==> config.mk <==
export PLATFORM = sky130hd
export DESIGN_NAME = flash_stream_engine
export DESIGN_NICKNAME = d
export VERILOG_FILES = /design/src/rtl/fse_pkg.sv /design/src/rtl/fse_fifo.sv /design/src/rtl/fse_ctrl.sv /design/src/rtl/flash_stream_engine.sv
export SDC_FILE = /design/constraint.sdc
export NUM_CORES = 1
export LEC_CHECK = 0
export BUFFER_PORTS_ARGS = -buffer_cell sky130_fd_sc_hd__buf_2
export CAP_MARGIN = 25
export CORE_MARGIN = 2
export CORE_UTILIZATION = 25
export CTS_BUF_LIST = sky130_fd_sc_hd__clkbuf_4 sky130_fd_sc_hd__clkbuf_8
export DETAILED_ROUTE_END_ITERATION = 8
export PLACE_DENSITY_LB_ADDON = 0.25
export REMOVE_ABC_BUFFERS = 1
export SYNTH_ARGS = -nofsm -noshare
export SYNTH_HDL_FRONTEND = slang
export SYNTH_SLANG_ARGS = --single-unit
==> constraint.sdc <==
create_clock -name clk -period 8 [get_ports clk]
set_clock_uncertainty 0.1 [all_clocks]
set_input_delay 1.2 -clock clk [delete_from_list [all_inputs] [get_ports clk]]
set_output_delay 1.2 -clock clk [all_outputs]
set_load 0.01 [all_outputs]
==> src/rtl/fse_pkg.sv <==
package fse_pkg;
    typedef enum logic [1:0] {
        ST_IDLE   = 2'd0,
        ST_STREAM = 2'd1,
        ST_HOLD   = 2'd2
    } fse_state_t;

    localparam logic [1:0] SEL_ADDR = 2'd0;
    localparam logic [1:0] SEL_CNT  = 2'd1;
    localparam logic [1:0] SEL_DATA = 2'd2;
    localparam logic [1:0] SEL_STAT = 2'd3;
endpackage

==> src/rtl/fse_fifo.sv <==
module fse_fifo #(
    parameter int DEPTH = 2,
    parameter int LVL_W = $clog2(DEPTH + 1)
) (
    input  logic             clk,
    input  logic             rst_n,
    input  logic             push,
    input  logic [31:0]      push_data,
    input  logic             pop,
    output logic [31:0]      head,
    output logic [LVL_W-1:0] level,
    output logic             empty,
    output logic             full
);
    localparam int PTR_W = (DEPTH > 1) ? $clog2(DEPTH) : 1;

    logic [31:0]      mem [DEPTH];
    logic [PTR_W-1:0] wp_q, rp_q;
    logic [LVL_W-1:0] lvl_q;

    function automatic logic [PTR_W-1:0] bump(input logic [PTR_W-1:0] p);
        return (p == PTR_W'(DEPTH - 1)) ? '0 : p + 1'b1;
    endfunction

    always_ff @(posedge clk or negedge rst_n) begin
        if (!rst_n) begin
            wp_q  <= '0;
            rp_q  <= '0;
            lvl_q <= '0;
        end else begin
            if (push) wp_q <= bump(wp_q);
            if (pop)  rp_q <= bump(rp_q);
            lvl_q <= lvl_q + LVL_W'(push) - LVL_W'(pop);
        end
    end

    always_ff @(posedge clk) begin
        if (push) mem[wp_q] <= push_data;
    end

    assign level = lvl_q;
    assign empty = (lvl_q == '0);
    assign full  = (lvl_q == LVL_W'(DEPTH));
    assign head  = empty ? 32'd0 : mem[rp_q];

    p_no_overflow_r7: assert property (@(posedge clk) disable iff (!rst_n)
        push |-> (!full || pop));

    p_pop_empty_r9: assert property (@(posedge clk) disable iff (!rst_n)
        (empty && !push) |=> empty);
endmodule

==> src/rtl/fse_ctrl.sv <==
module fse_ctrl
    import fse_pkg::*;
#(
    parameter int CNT_W   = 22,
    parameter int DEPTH   = 2,
    parameter int OUT_MAX = 4,
    parameter int LVL_W   = $clog2(DEPTH + 1)
) (
    input  logic             clk,
    input  logic             rst_n,
    input  logic             wr_addr,
    input  logic             wr_cnt,
    input  logic [31:0]      wdata,
    input  logic             xip_busy,
    input  logic             fl_gnt,
    input  logic             fl_rvalid,
    input  logic [LVL_W-1:0] fifo_lvl,
    input  logic             pop,
    output logic             fl_req,
    output logic [31:0]      fl_addr,
    output logic [29:0]      addr_q,
    output logic [CNT_W-1:0] cnt_q,
    output logic             push
);
    localparam int OUT_W = $clog2(OUT_MAX + 1);
    localparam int SUM_W = ((OUT_W > LVL_W) ? OUT_W : LVL_W) + 2;

    fse_state_t       state_q, state_nxt;
    logic [OUT_W-1:0] live_q, drop_q;
    logic [SUM_W-1:0] live_nxt, drop_nxt, lvl_nxt;
    logic [CNT_W-1:0] cnt_nxt;
    logic [29:0]      addr_nxt;
    logic             acc, abort, rsp_live;

    always_comb begin
        acc      = fl_req && fl_gnt;
        abort    = wr_cnt && (wdata[CNT_W-1:0] == '0);
        rsp_live = fl_rvalid && (drop_q == '0);
        push     = rsp_live && !abort;
        lvl_nxt  = SUM_W'(fifo_lvl) + SUM_W'(push) - SUM_W'(pop);
        if (abort) begin
            live_nxt = '0;
            drop_nxt = SUM_W'(drop_q) + SUM_W'(live_q) + SUM_W'(acc) - SUM_W'(fl_rvalid);
        end else begin
            live_nxt = SUM_W'(live_q) + SUM_W'(acc) - SUM_W'(rsp_live);
            drop_nxt = SUM_W'(drop_q) - SUM_W'(fl_rvalid && (drop_q != '0));
        end
        if (wr_cnt)   cnt_nxt = wdata[CNT_W-1:0];
        else if (acc) cnt_nxt = cnt_q - 1'b1;
        else          cnt_nxt = cnt_q;
        if (wr_addr)  addr_nxt = wdata[31:2];
        else if (acc) addr_nxt = addr_q + 1'b1;
        else          addr_nxt = addr_q;
        if (cnt_nxt == '0)
            state_nxt = ST_IDLE;
        else if ((lvl_nxt + live_nxt >= SUM_W'(DEPTH)) ||
                 (drop_nxt + live_nxt >= SUM_W'(OUT_MAX)))
            state_nxt = ST_HOLD;
        else
            state_nxt = ST_STREAM;
    end

    always_ff @(posedge clk or negedge rst_n) begin
        if (!rst_n) begin
            state_q <= ST_IDLE;
            live_q  <= '0;
            drop_q  <= '0;
            cnt_q   <= '0;
            addr_q  <= '0;
        end else begin
            state_q <= state_nxt;
            live_q  <= OUT_W'(live_nxt);
            drop_q  <= OUT_W'(drop_nxt);
            cnt_q   <= cnt_nxt;
            addr_q  <= addr_nxt;
        end
    end

    always_comb begin
        fl_req  = 1'b0;
        fl_addr = {addr_q, 2'b00};
        unique case (state_q)
            ST_IDLE:   fl_req = 1'b0;
            ST_STREAM: fl_req = !xip_busy;
            ST_HOLD:   fl_req = 1'b0;
            default:   fl_req = 1'b0;
        endcase
    end

    p_xip_priority_r5: assert property (@(posedge clk) disable iff (!rst_n)
        xip_busy |-> !fl_req);

    p_stop_at_zero_r4: assert property (@(posedge clk) disable iff (!rst_n)
        (cnt_q == '0) |-> !fl_req);

    p_addr_step_r4: assert property (@(posedge clk) disable iff (!rst_n)
        (acc && !wr_addr) |=> (addr_q == $past(addr_q) + 30'd1));

    p_room_r7: assert property (@(posedge clk) disable iff (!rst_n)
        fl_req |-> (SUM_W'(fifo_lvl) + SUM_W'(live_q) < SUM_W'(DEPTH)));

    p_abort_r10: assert property (@(posedge clk) disable iff (!rst_n)
        (abort && !wr_addr) |=> !fl_req);
endmodule

==> src/rtl/flash_stream_engine.sv <==
module flash_stream_engine
    import fse_pkg::*;
#(
    parameter int CNT_W   = 22,
    parameter int DEPTH   = 2,
    parameter int OUT_MAX = 4
) (
    input  logic        clk,
    input  logic        rst_n,
    input  logic        reg_wr,
    input  logic        reg_rd,
    input  logic [1:0]  reg_sel,
    input  logic [31:0] reg_wdata,
    output logic [31:0] reg_rdata,
    input  logic        xip_busy,
    output logic        fl_req,
    output logic [31:0] fl_addr,
    input  logic        fl_gnt,
    input  logic        fl_rvalid,
    input  logic [31:0] fl_rdata
);
    localparam int LVL_W = $clog2(DEPTH + 1);

    logic [LVL_W-1:0] lvl;
    logic [31:0]      head;
    logic [29:0]      addr_q;
    logic [CNT_W-1:0] cnt_q;
    logic             empty, full, push, pop;

    assign pop = reg_rd && (reg_sel == SEL_DATA) && !empty;

    fse_ctrl #(.CNT_W(CNT_W), .DEPTH(DEPTH), .OUT_MAX(OUT_MAX), .LVL_W(LVL_W)) u_ctrl (
        .clk       (clk),
        .rst_n     (rst_n),
        .wr_addr   (reg_wr && (reg_sel == SEL_ADDR)),
        .wr_cnt    (reg_wr && (reg_sel == SEL_CNT)),
        .wdata     (reg_wdata),
        .xip_busy  (xip_busy),
        .fl_gnt    (fl_gnt),
        .fl_rvalid (fl_rvalid),
        .fifo_lvl  (lvl),
        .pop       (pop),
        .fl_req    (fl_req),
        .fl_addr   (fl_addr),
        .addr_q    (addr_q),
        .cnt_q     (cnt_q),
        .push      (push)
    );

    fse_fifo #(.DEPTH(DEPTH), .LVL_W(LVL_W)) u_fifo (
        .clk       (clk),
        .rst_n     (rst_n),
        .push      (push),
        .push_data (fl_rdata),
        .pop       (pop),
        .head      (head),
        .level     (lvl),
        .empty     (empty),
        .full      (full)
    );

    always_comb begin
        unique case (reg_sel)
            SEL_ADDR: reg_rdata = {addr_q, 2'b00};
            SEL_CNT:  reg_rdata = 32'(cnt_q);
            SEL_DATA: reg_rdata = head;
            SEL_STAT: reg_rdata = {30'd0, full, empty};
            default:  reg_rdata = 32'd0;
        endcase
    end

    p_status_r6: assert property (@(posedge clk) disable iff (!rst_n)
        !(full && empty));
endmodule

======== Word level (Yosys, flattened, before mapping) ========
Memories as Yosys holds them, arrays and structs flattened.
Index checks and enable logic that the tools add are counted.
word-level totals
  memory bits (writable) .................. 64
  register bits ........................... 64
  bits of input ports ..................... 73
  memories ................................ 1
  logic and storage cells ................. 67
memories
  name        depth  width  rd ports  clocked after Yosys merged registers in  write ports  line            RTL
  u_fifo.mem  2      32     1         0                                        1            fse_fifo.sv:17  logic [31:0] mem [DEPTH];
cells by class
  magnitude comparators ................... 2
  reduce and logical (&&, ||, !) cells .... 20
  eq/ne operators ......................... 5
  muxes and demuxes ....................... 15
  $add $sub $neg .......................... 16
operator list
  kind                                                                   number
  32-bit case mux with 4 select lines                                    1
  30-bit two-way mux                                                     2
  22-bit logical NOT                                                     2
  22-bit two-way mux                                                     2
  32-bit two-way mux                                                     1
  30-bit by 1-bit adder with 30-bit output, second input constant        1
  22-bit by 1-bit subtractor with 22-bit output, second input constant   1
  5-bit by 1-bit subtractor with 5-bit output                            3
  5-bit adder                                                            2
  5-bit two-way mux                                                      2
  1-bit logical AND                                                      9
  2-bit equality test, second input constant                             3
  5-bit by 1-bit adder with 5-bit output                                 1
  5-bit by 2-bit >= comparator with 1-bit output, second input constant  1
  5-bit by 3-bit >= comparator with 1-bit output, second input constant  1
  1-bit two-way mux                                                      5
  3-bit by 1-bit adder with 4-bit output                                 1
  3-bit by 3-bit adder with 4-bit output                                 1
  2-bit by 1-bit equality test with 1-bit output, second input constant  2
  2-bit logical NOT                                                      2
  2-bit two-way mux                                                      2
  3-bit by 1-bit subtractor with 4-bit output                            1
  2-bit by 1-bit adder with 3-bit output                                 1
  1-bit logical NOT                                                      3
  7 further kinds                                                        8

======== Logic depth before layout (Yosys ltp) ========
Gate-level depths: netlist of the first run.
  depth in word-level cells ............... 12
  gate-level depth with buffers ........... 18

======== By module ========
Synthesis of the first run repeated with hierarchy kept, for this count alone.
unflattened totals
  cells, all modules ...................... 749
  area total of the unflattened synthesis .. 7,830.0 um^2
by module, submodules not included
  module               seq. area each (um^2)  cells an instance  area each (um^2)  instances
  fse_ctrl             1,501.4                519                4,508.1           1
  fse_fifo             2,021.9                151                2,648.8           1
  flash_stream_engine  0.0                    79                 673.1             1

======== Worst setup path before layout of the first run ========
No wires, ideal clock.
  path type ............................... input to register
  start ................................... input xip_busy
  end ..................................... register u_ctrl.state_q[0]
  setup time .............................. 78 ps
  path buffers ............................ 2
  required time ........................... 7,822 ps
  arrival ................................. 4,989 ps
  setup slack ............................. 2,833 ps
  stages on the path ...................... 15
  path through ............................ and4bb_2 clkbuf_1 buf_1 ha_1 ha_1 inv_1 ha_1 nand2b_1 ha_1 inv_1 fa_1 xor2_1 or4_1 a2111oi_0 a21boi_1
between the ends
  word-level cells in the longest chain between the ends .. 11
  elaborated cells between the ends (all ways) .. 19
  classes of those cells .................. 6 x add/sub; 2 x order compare; 7 x mux; 4 x reduce/logical
RTL lines
  item                                                                                                                     line                            RTL
  from (decl)                                                                                                              flash_stream_engine.sv:15       input logic xip_busy,
  1-bit logical NOT (*)                                                                                                    fse_ctrl.sv:84                  ST_STREAM: fl_req = !xip_busy;
  1-bit two-way mux (*)                                                                                                    fse_ctrl.sv:82                  unique case (state_q)
  1-bit logical AND (*)                                                                                                    fse_ctrl.sv:36                  acc = fl_req && fl_gnt;
  5-bit by 1-bit adder with 5-bit output / 3-bit by 1-bit adder with 4-bit output (equally long branches)                  fse_ctrl.sv:43, fse_ctrl.sv:45
  5-bit by 1-bit subtractor with 5-bit output (on tied branches)                                                           fse_ctrl.sv:43, fse_ctrl.sv:45
  5-bit two-way mux                                                                                                        fse_ctrl.sv:41                  if (abort) begin
  5-bit adder (on tied branches)                                                                                           fse_ctrl.sv:57, fse_ctrl.sv:56
  5-bit by 3-bit >= comparator with 1-bit output / 5-bit by 2-bit >= comparator with 1-bit output (equally long branches)  fse_ctrl.sv:57, fse_ctrl.sv:56
  1-bit logical OR                                                                                                         fse_ctrl.sv:56                  else if ((lvl_nxt + live_nxt >= SUM_W'(DEPTH)) ||
  2-bit two-way mux                                                                                                        fse_ctrl.sv:56
  2-bit two-way mux (*)                                                                                                    fse_ctrl.sv:54                  if (cnt_nxt == '0)
  via u_ctrl.state_nxt[0]                                                                                                  fse_ctrl.sv:28                  fse_state_t state_q, state_nxt;
  to (signal assigned)                                                                                                     fse_ctrl.sv:71                  state_q <= state_nxt;
  to (decl)                                                                                                                fse_ctrl.sv:28
Mark *: on every way through the listed nets, which the timed path passes. The rest lies on a longest branch.
A chain may end at the register's enable or synchronous reset.

======== Final worst setup path of the first run ========
  start ................................... input reg_wdata[15]
  end ..................................... register u_ctrl.state_q[0]
between the ends
  word-level cells in the longest chain between the ends .. 11
  elaborated cells between the ends (all ways) .. 17
  classes of those cells .................. 4 x add/sub; 2 x order compare; 5 x mux; 6 x reduce/logical
RTL lines
  item                                            line                       RTL
  from (decl)                                     flash_stream_engine.sv:13  input logic [31:0] reg_wdata,
  22-bit logical NOT                              fse_ctrl.sv:37             abort = wr_cnt && (wdata[CNT_W-1:0] == '0);
  1-bit logical AND                               fse_ctrl.sv:37
  1-bit logical NOT                               fse_ctrl.sv:39             push = rsp_live && !abort;
  1-bit logical AND                               fse_ctrl.sv:39
  2-bit by 1-bit adder with 3-bit output          fse_ctrl.sv:40             lvl_nxt = SUM_W'(fifo_lvl) + SUM_W'(push) - SUM_W'(pop);
  5-bit by 1-bit subtractor with 5-bit output     fse_ctrl.sv:40
  5-bit adder                                     fse_ctrl.sv:56
  5-bit by 2-bit >= comparator with 1-bit output  fse_ctrl.sv:56
  1-bit logical OR                                fse_ctrl.sv:56
  2-bit two-way mux                               fse_ctrl.sv:56
  2-bit two-way mux (*)                           fse_ctrl.sv:54
  via u_ctrl.state_nxt[0]                         fse_ctrl.sv:28
Marked as above.

==> flow_metrics.py, run 1 <==
metrics = {
    "placement": {
        "gp_congestion": 0.817,
        "place_area_um2": 8260,
        "dp_hpwl_um": 15200,
        "io_buffers": 135,
        "dp_slack_ns": 2.19,
    },
    "cells_and_area": {
        "final_common_cell": "buf_2",
        "syn2layout_area_growth_pct": 20.8,
        "seqCellArea_um2": 3520,
        "fillerInstances": 2950,
        "final_area_um2": 8660,
        "fin_nets": 911,
        "final_cell_mix": "buf_2 (135), nand2_1 (74), edfxtp_1 (64)",
        "drive_gt1_share_pct": 24.1,
        "multiInputGateArea_um2": 3360,
    },
    "floorplanning": {
        "dieWidth_um": 173,
        "die_area_um2": 30000,
        "rows": 61,
        "pin_count": 138,
        "coreArea_um2": 28000,
        "start_util_pct": 25.6,
        "die_h_um": 173,
    },
    "worst_setup_path": {
        "reg2reg_to": "u_ctrl.state_q[0]",
        "arrival_ns": 5.72,
        "reg2reg_slack_ns": 3.46,
        "critPathRequiredTime_ns": 8.28,
        "end_kind": "register",
        "startpoint_type": "input pin",
        "path_max_fanout": 14,
        "crit_path_end": "u_ctrl.state_q[0]",
        "reg2regPathDepth": 15,
        "worstSetupPathType": "in2reg",
        "startpoint": "reg_wdata[15]",
        "regToRegStartpoint": "u_ctrl.state_q[1]",
    },
    "route": {
        "drc_errors": 0,
        "num_vias": 5475,
        "first_iter_violations": 340,
        "antenna_left": 0,
        "post_drt_wl_per_cell_um": 17.7,
        "drt_pass1_iterations": 5,
        "viasPerCell": 4.58,
        "drt-total-wl_um": 21200,
    },
    "sta": {
        "tns_ns": 0,
        "setup-violations-final": 0,
        "fmax_mhz": 184,
        "fin_crit_ns": 5.44,
        "min_period_over_period_pct": 68.0,
        "fin_ws_ns": 2.56,
        "slew_viol_final": 0,
        "hold_viol": 0,
        "slew_headroom_pct": 31.4,
        "tightest_slew_ns": 1.02,
        "grt_setup_unrepaired": "no",
    },
    "global_routing": {
        "antenna_found_initial": 3,
        "grt_util_all_layers_pct": 14.3,
        "grt_max_degree": 65,
        "grt_pass1_wl_um": 32700,
        "grt_pass1_vias": 5526,
        "overflow": 0,
    },
    "synth": {
        "synth_edf_count": 64,
        "synth-warning-count": 0,
        "synthFlopType": "edfxtp_1",
        "synthTopCellsByArea": "edfxtp_1 (27%), dfrtp_1 (22%), mux2i_1 (6.7%)",
        "netlist.area_leader.share_pct": 26.8,
        "syn_inst": 673,
        "ys_seq_area_share_pct": 49.2,
        "ys_ff_latch": 128,
        "netlist.top_cell.by_area": "edfxtp_1",
        "syn_area_um2": 7170,
        "avgSynthCellArea_um2": 10.7,
        "synth_cell_types": 59,
        "synthArstFlopShare_pct": 50.0,
    },
    "outcome": {
        "outcome": "finished clean",
    },
    "power_and_ir_drop": {
        "leakagePower_nw": 3.58,
        "powerDensity_nw_per_um2": 280,
        "ir_drop_v": 0.000122,
    },
    "clock_tree": {
        "hold_buffers": 0,
        "clock_sinks": 128,
        "clockRootBuffer": "clkbuf_8",
        "cts_tree": "built",
        "ctsResizeCount": 0,
        "cts_setup_buffers": 0,
        "clk_pin_slew_ns": 0.08,
        "clock_latency_ns": 0.45,
        "clockBufferDepth": 2,
        "htree_levels": 4,
        "cts_buffers": 17,
    },
    "flow_run": {
        "max_cap_violations": 0,
    },
    "worst_hold_path": {
        "hold_class": "reg2reg",
    },
}
[cell type report]
class,instances,area share (%)
Multi-Input combinational cell,470,38.9
Clock inverter,13,1.32
Clock buffer,19,3.02
Sequential cell,128,40.7
Antenna cell,2,0.0578
Tap cell,378,5.46
Inverter,42,1.82
Timing Repair Buffer,144,8.73
[where the power goes]
group	internal, mW	switching, mW	total [mW]
sequential	0.797	0.130	0.927
clock	0.261	0.284	0.545
combinational	0.433	0.519	0.952
total	1.49	0.933	2.42
[metal layers]
layer	global-route usage (%)	vias to the layer above	part of all wire (%)
li1	-	2687	-
met1	20.2	2632	50
met2	21.9	139	44
met3	3.18	17	4.6
met4	4.06	0	1.0
met5	0	-	0
[state kept, by name (all words and copies together) (netlist names)]
name            flops
u_fifo.wp_q         1
u_ctrl.cnt_q       22
u_fifo.rp_q         1
u_ctrl.state_q      2
u_fifo.mem         64
u_ctrl.addr_q      30
u_ctrl.live_q       3
u_ctrl.drop_q       3
u_fifo.level        2
[cell usage after synthesis (all sizes together), types with 6 or more instances]
library cell and instances:
a21o 6, a21oi 16, and2 6, and4 6
buf 7, clkbuf 27, dfrtp 64, edfxtp 64
ha 31, inv 42, mux2i 48, nand2 74
nand3 16, nand4 13, nor2 21, nor3 12
nor4 14, o21a 9, o21ai 55, o221ai 8
o22ai 13, xnor2 31, xor2 33
[critical path, stage by stage]
cell and delay, ns:
buf_2 0.11, nor4_1 0.71, and3_1 0.32, nand4_1 0.42, and2_1 0.41, ha_1 0.20
ha_1 0.27, inv_1 0.04, ha_1 0.26, inv_1 0.07, fa_1 0.46, xor2_1 0.15
or4_1 0.45, a2111oi_0 0.44, a21boi_1 0.22
[per-stage QoR]
step | power, mW | instances | util [%] | hold WS (ns)
2_1_floorplan | 1.58 | 640 | - | 0.356
3_3_place_gp | 1.89 | 1161 | 29.5 | 0.441
3_5_place_dp | 1.89 | 1161 | 29.5 | 0.430
4_1_cts | 2.44 | 1193 | 30.8 | 0.447
5_1_grt | 2.61 | 1194 | 30.9 | 0.483
6_report | 2.42 | 1196 | 30.9 | 0.450
[worst min-delay path by stage]
stage / startpoint / to / slack [ns] / depth (start not counted)
global placement: u_fifo.wp_q / u_fifo.wp_q / 0.44 / 1
detailed placement: u_fifo.wp_q / u_fifo.wp_q / 0.43 / 1
global route: u_fifo.wp_q / u_fifo.wp_q / 0.48 / 1
CTS: u_fifo.wp_q / u_fifo.wp_q / 0.45 / 1
finish: u_fifo.wp_q / u_fifo.wp_q / 0.45 / 1
floorplan: u_fifo.wp_q / u_fifo.wp_q / 0.36 / 1
[logic make-up after synthesis]
group | Yosys count | share of synthesized area, %
DFF | 128 | 49.2
xor gates and xnor gates | 64 | 7.82
adders and majority gates | 35 | 6.53
AOI/OAI and AO/OA | 125 | 11.0
muxes | 52 | 7.33
and+or+nand+nor | 192 | 14.0
buffers and inverters | 76 | 4.10
other | 1 | 0.0523
Power figures use the tool's default switching activity.
==> run 2, diff against run 1 <==
ABC_AREA = 1   (was default)
clock period = 4.8 ns   (was 8 ns; I/O delays follow)
==> flow_metrics.py, run 2 <==
metrics = {
    "outcome": {
        "outcome": "finished clean",
    },
    "worst_setup_path": {
        "path_max_fanout": 8,
        "worst_path_largest_cell_delay_ns": 0.29,
        "reg2reg_to": "u_ctrl.state_q[0]",
        "critPathMostFrequentCell": "inv_1",
        "startpoint_type": "input pin",
        "regToRegStartpoint": "u_ctrl.state_q[1]",
        "critPathRequiredTime_ns": 5.08,
        "end_kind": "register",
        "reg2regPathDepth": 20,
        "worstSetupPathType": "in2reg",
        "arrival_ns": 4.04,
        "cpMaxStageDelayCell": "ha_1",
        "reg2reg_slack_ns": 1.16,
    },
    "clock_tree": {
        "ctsResizeCount": 0,
        "clock_sinks": 128,
        "htree_levels": 4,
        "clk_pin_slew_ns": 0.09,
        "clockRootBuffer": "clkbuf_8",
        "hold_buffers": 0,
        "cts_buffers": 17,
        "cts_setup_buffers": 0,
        "clock_latency_ns": 0.45,
        "clockBufferDepth": 2,
        "cts_tree": "built",
    },
    "power_and_ir_drop": {
        "powerDensity_nw_per_um2": 464,
        "leakagePower_nw": 4.41,
        "ir_drop_v": 0.000170,
    },
    "floorplanning": {
        "die_area_um2": 32200,
        "pin_count": 138,
        "rows": 64,
        "start_util_pct": 25.3,
        "die_h_um": 180,
        "dieWidth_um": 180,
        "coreArea_um2": 30400,
    },
    "sta": {
        "fin_ws_ns": 1.04,
        "fmax_mhz": 266,
        "hold_viol": 0,
        "slew_viol_final": 0,
        "slew_headroom_pct": 41.4,
        "min_period_over_period_pct": 78.3,
        "tightest_slew_ns": 0.879,
        "tns_ns": 0,
        "grt_setup_unrepaired": "no",
        "setup-violations-final": 0,
        "fin_crit_ns": 3.76,
    },
    "route": {
        "antenna_left": 0,
        "first_iter_violations": 565,
        "drt-total-wl_um": 26200,
        "viasPerCell": 4.62,
        "post_drt_wl_per_cell_um": 17.3,
        "drc_errors": 0,
        "num_vias": 7001,
        "drt_pass1_iterations": 5,
    },
    "synth": {
        "syn_area_um2": 7700,
        "synthArstFlopShare_pct": 50.0,
        "ys_ff_latch": 128,
        "netlist.area_leader.share_pct": 25.0,
        "avgSynthCellArea_um2": 8.01,
        "synth-warning-count": 0,
        "ys_seq_area_share_pct": 45.7,
        "synthFlopType": "edfxtp_1",
        "netlist.top_cell.by_area": "edfxtp_1",
        "syn_inst": 961,
        "yosysMostFrequentCell": "nand2_1",
        "synthTopCellsByArea": "edfxtp_1 (25%), dfrtp_1 (21%), nand2_1 (13%)",
        "yosys-top-cells-count": "nand2_1 (273), inv_1 (145), nor2_1 (112)",
        "synth_cell_types": 45,
        "synth_edf_count": 64,
    },
    "placement": {
        "place_area_um2": 8900,
        "gp_congestion": 0.928,
        "io_buffers": 135,
        "dp_hpwl_um": 20500,
        "dp_slack_ns": 0.551,
    },
    "cells_and_area": {
        "final_cell_mix": "nand2_1 (273), inv_1 (145), buf_2 (135)",
        "final_area_um2": 9300,
        "top_regs": "u_fifo.mem: 64 flops, u_ctrl.addr_q: 30 flops, u_ctrl.cnt_q: 22 flops",
        "final_common_cell": "nand2_1",
        "drive_gt1_share_pct": 17.9,
        "regMostFlops": "u_fifo.mem",
        "seqCellArea_um2": 3520,
        "fin_nets": 1212,
        "syn2layout_area_growth_pct": 20.7,
        "fillerInstances": 3319,
        "largest_reg_flops": 64,
        "multiInputGateArea_um2": 3510,
    },
    "global_routing": {
        "grt_pass1_wl_um": 40300,
        "overflow": 0,
        "antenna_found_initial": 2,
        "grt_max_degree": 35,
        "grt_pass1_vias": 6854,
        "grt_util_all_layers_pct": 16.2,
    },
    "flow_run": {
        "max_cap_violations": 0,
    },
    "worst_hold_path": {
        "hold_class": "in2async",
    },
}
-- run 2: area by class of cell --
type,instances,share of cell area (%)
inverter,151,6.10
tap,396,5.33
antenna,2,0.0538
sequential,128,37.9
multi-input combinational,657,37.8
clock buffer,18,2.66
clock inverter,14,1.55
timing repair buffer,149,8.67
-- run 2: logic make-up after synthesis --
logic type,count (synthesis),share of synthesized area (%)
compound gates,109,9.97
xor+xnor,28,3.18
fa+ha+maj,35,6.08
buf+inv,177,8.92
flops,128,45.7
mux,1,0.130
other cells,1,0.0487
simple gates,482,25.9
-- run 2: layer usage --
layer / global-route usage, % / vias to the layer above / part of all wire [%]
met4: 6.28 / 0 / 3.2
met3: 3.20 / 36 / 4.8
met1: 21.0 / 3325 / 45
li1: - / 3442 / -
met5: 0 / - / 0
met2: 26.5 / 198 / 47
-- run 2: worst max path at each step --
stage / endpoint / slack, ns / depth (start not counted) / from
after detailed placement: u_ctrl.state_q[0] / 0.55 / 26 / reg_sel[0]
after global placement: u_ctrl.state_q[1] / 0.70 / 25 / reg_sel[0]
final: u_ctrl.state_q[0] / 1.04 / 26 / reg_sel[0]
after CTS: u_ctrl.state_q[0] / 1.02 / 26 / reg_sel[0]
after floorplan: u_ctrl.state_q[1] / 0.52 / 21 / xip_busy
after global routing: u_ctrl.state_q[0] / 0.55 / 26 / reg_sel[0]
-- run 2: metrics by stage --
step                power (mW)  utilization (%)  hold slack (ns)  instances
detailed placement        3.40             29.3            0.452       1481
global route              4.70             30.5            0.330       1513
CTS                       4.36             30.5            0.295       1513
finish                    4.32             30.6            0.282       1515
global placement          3.38             29.1            0.435       1478
floorplan                 2.76                -            0.324        936
-- run 2: worst max-delay path, delay by kind of cell --
| family | cells | cell delay [ns] |
|---|---|---|
| AND/OR/NAND/NOR | 13 | 1.54 |
| XOR/XNOR | 1 | 0.14 |
| buffers and inverters | 7 | 0.52 |
| AO/OA/AOI/OAI | 1 | 0.09 |
| adder cells (fa/ha/maj) | 4 | 1.01 |
-- run 2: power by group --
part           switching, mW  internal, mW
registers              0.170          1.33
clock network          0.511         0.442
logic                   1.17         0.691
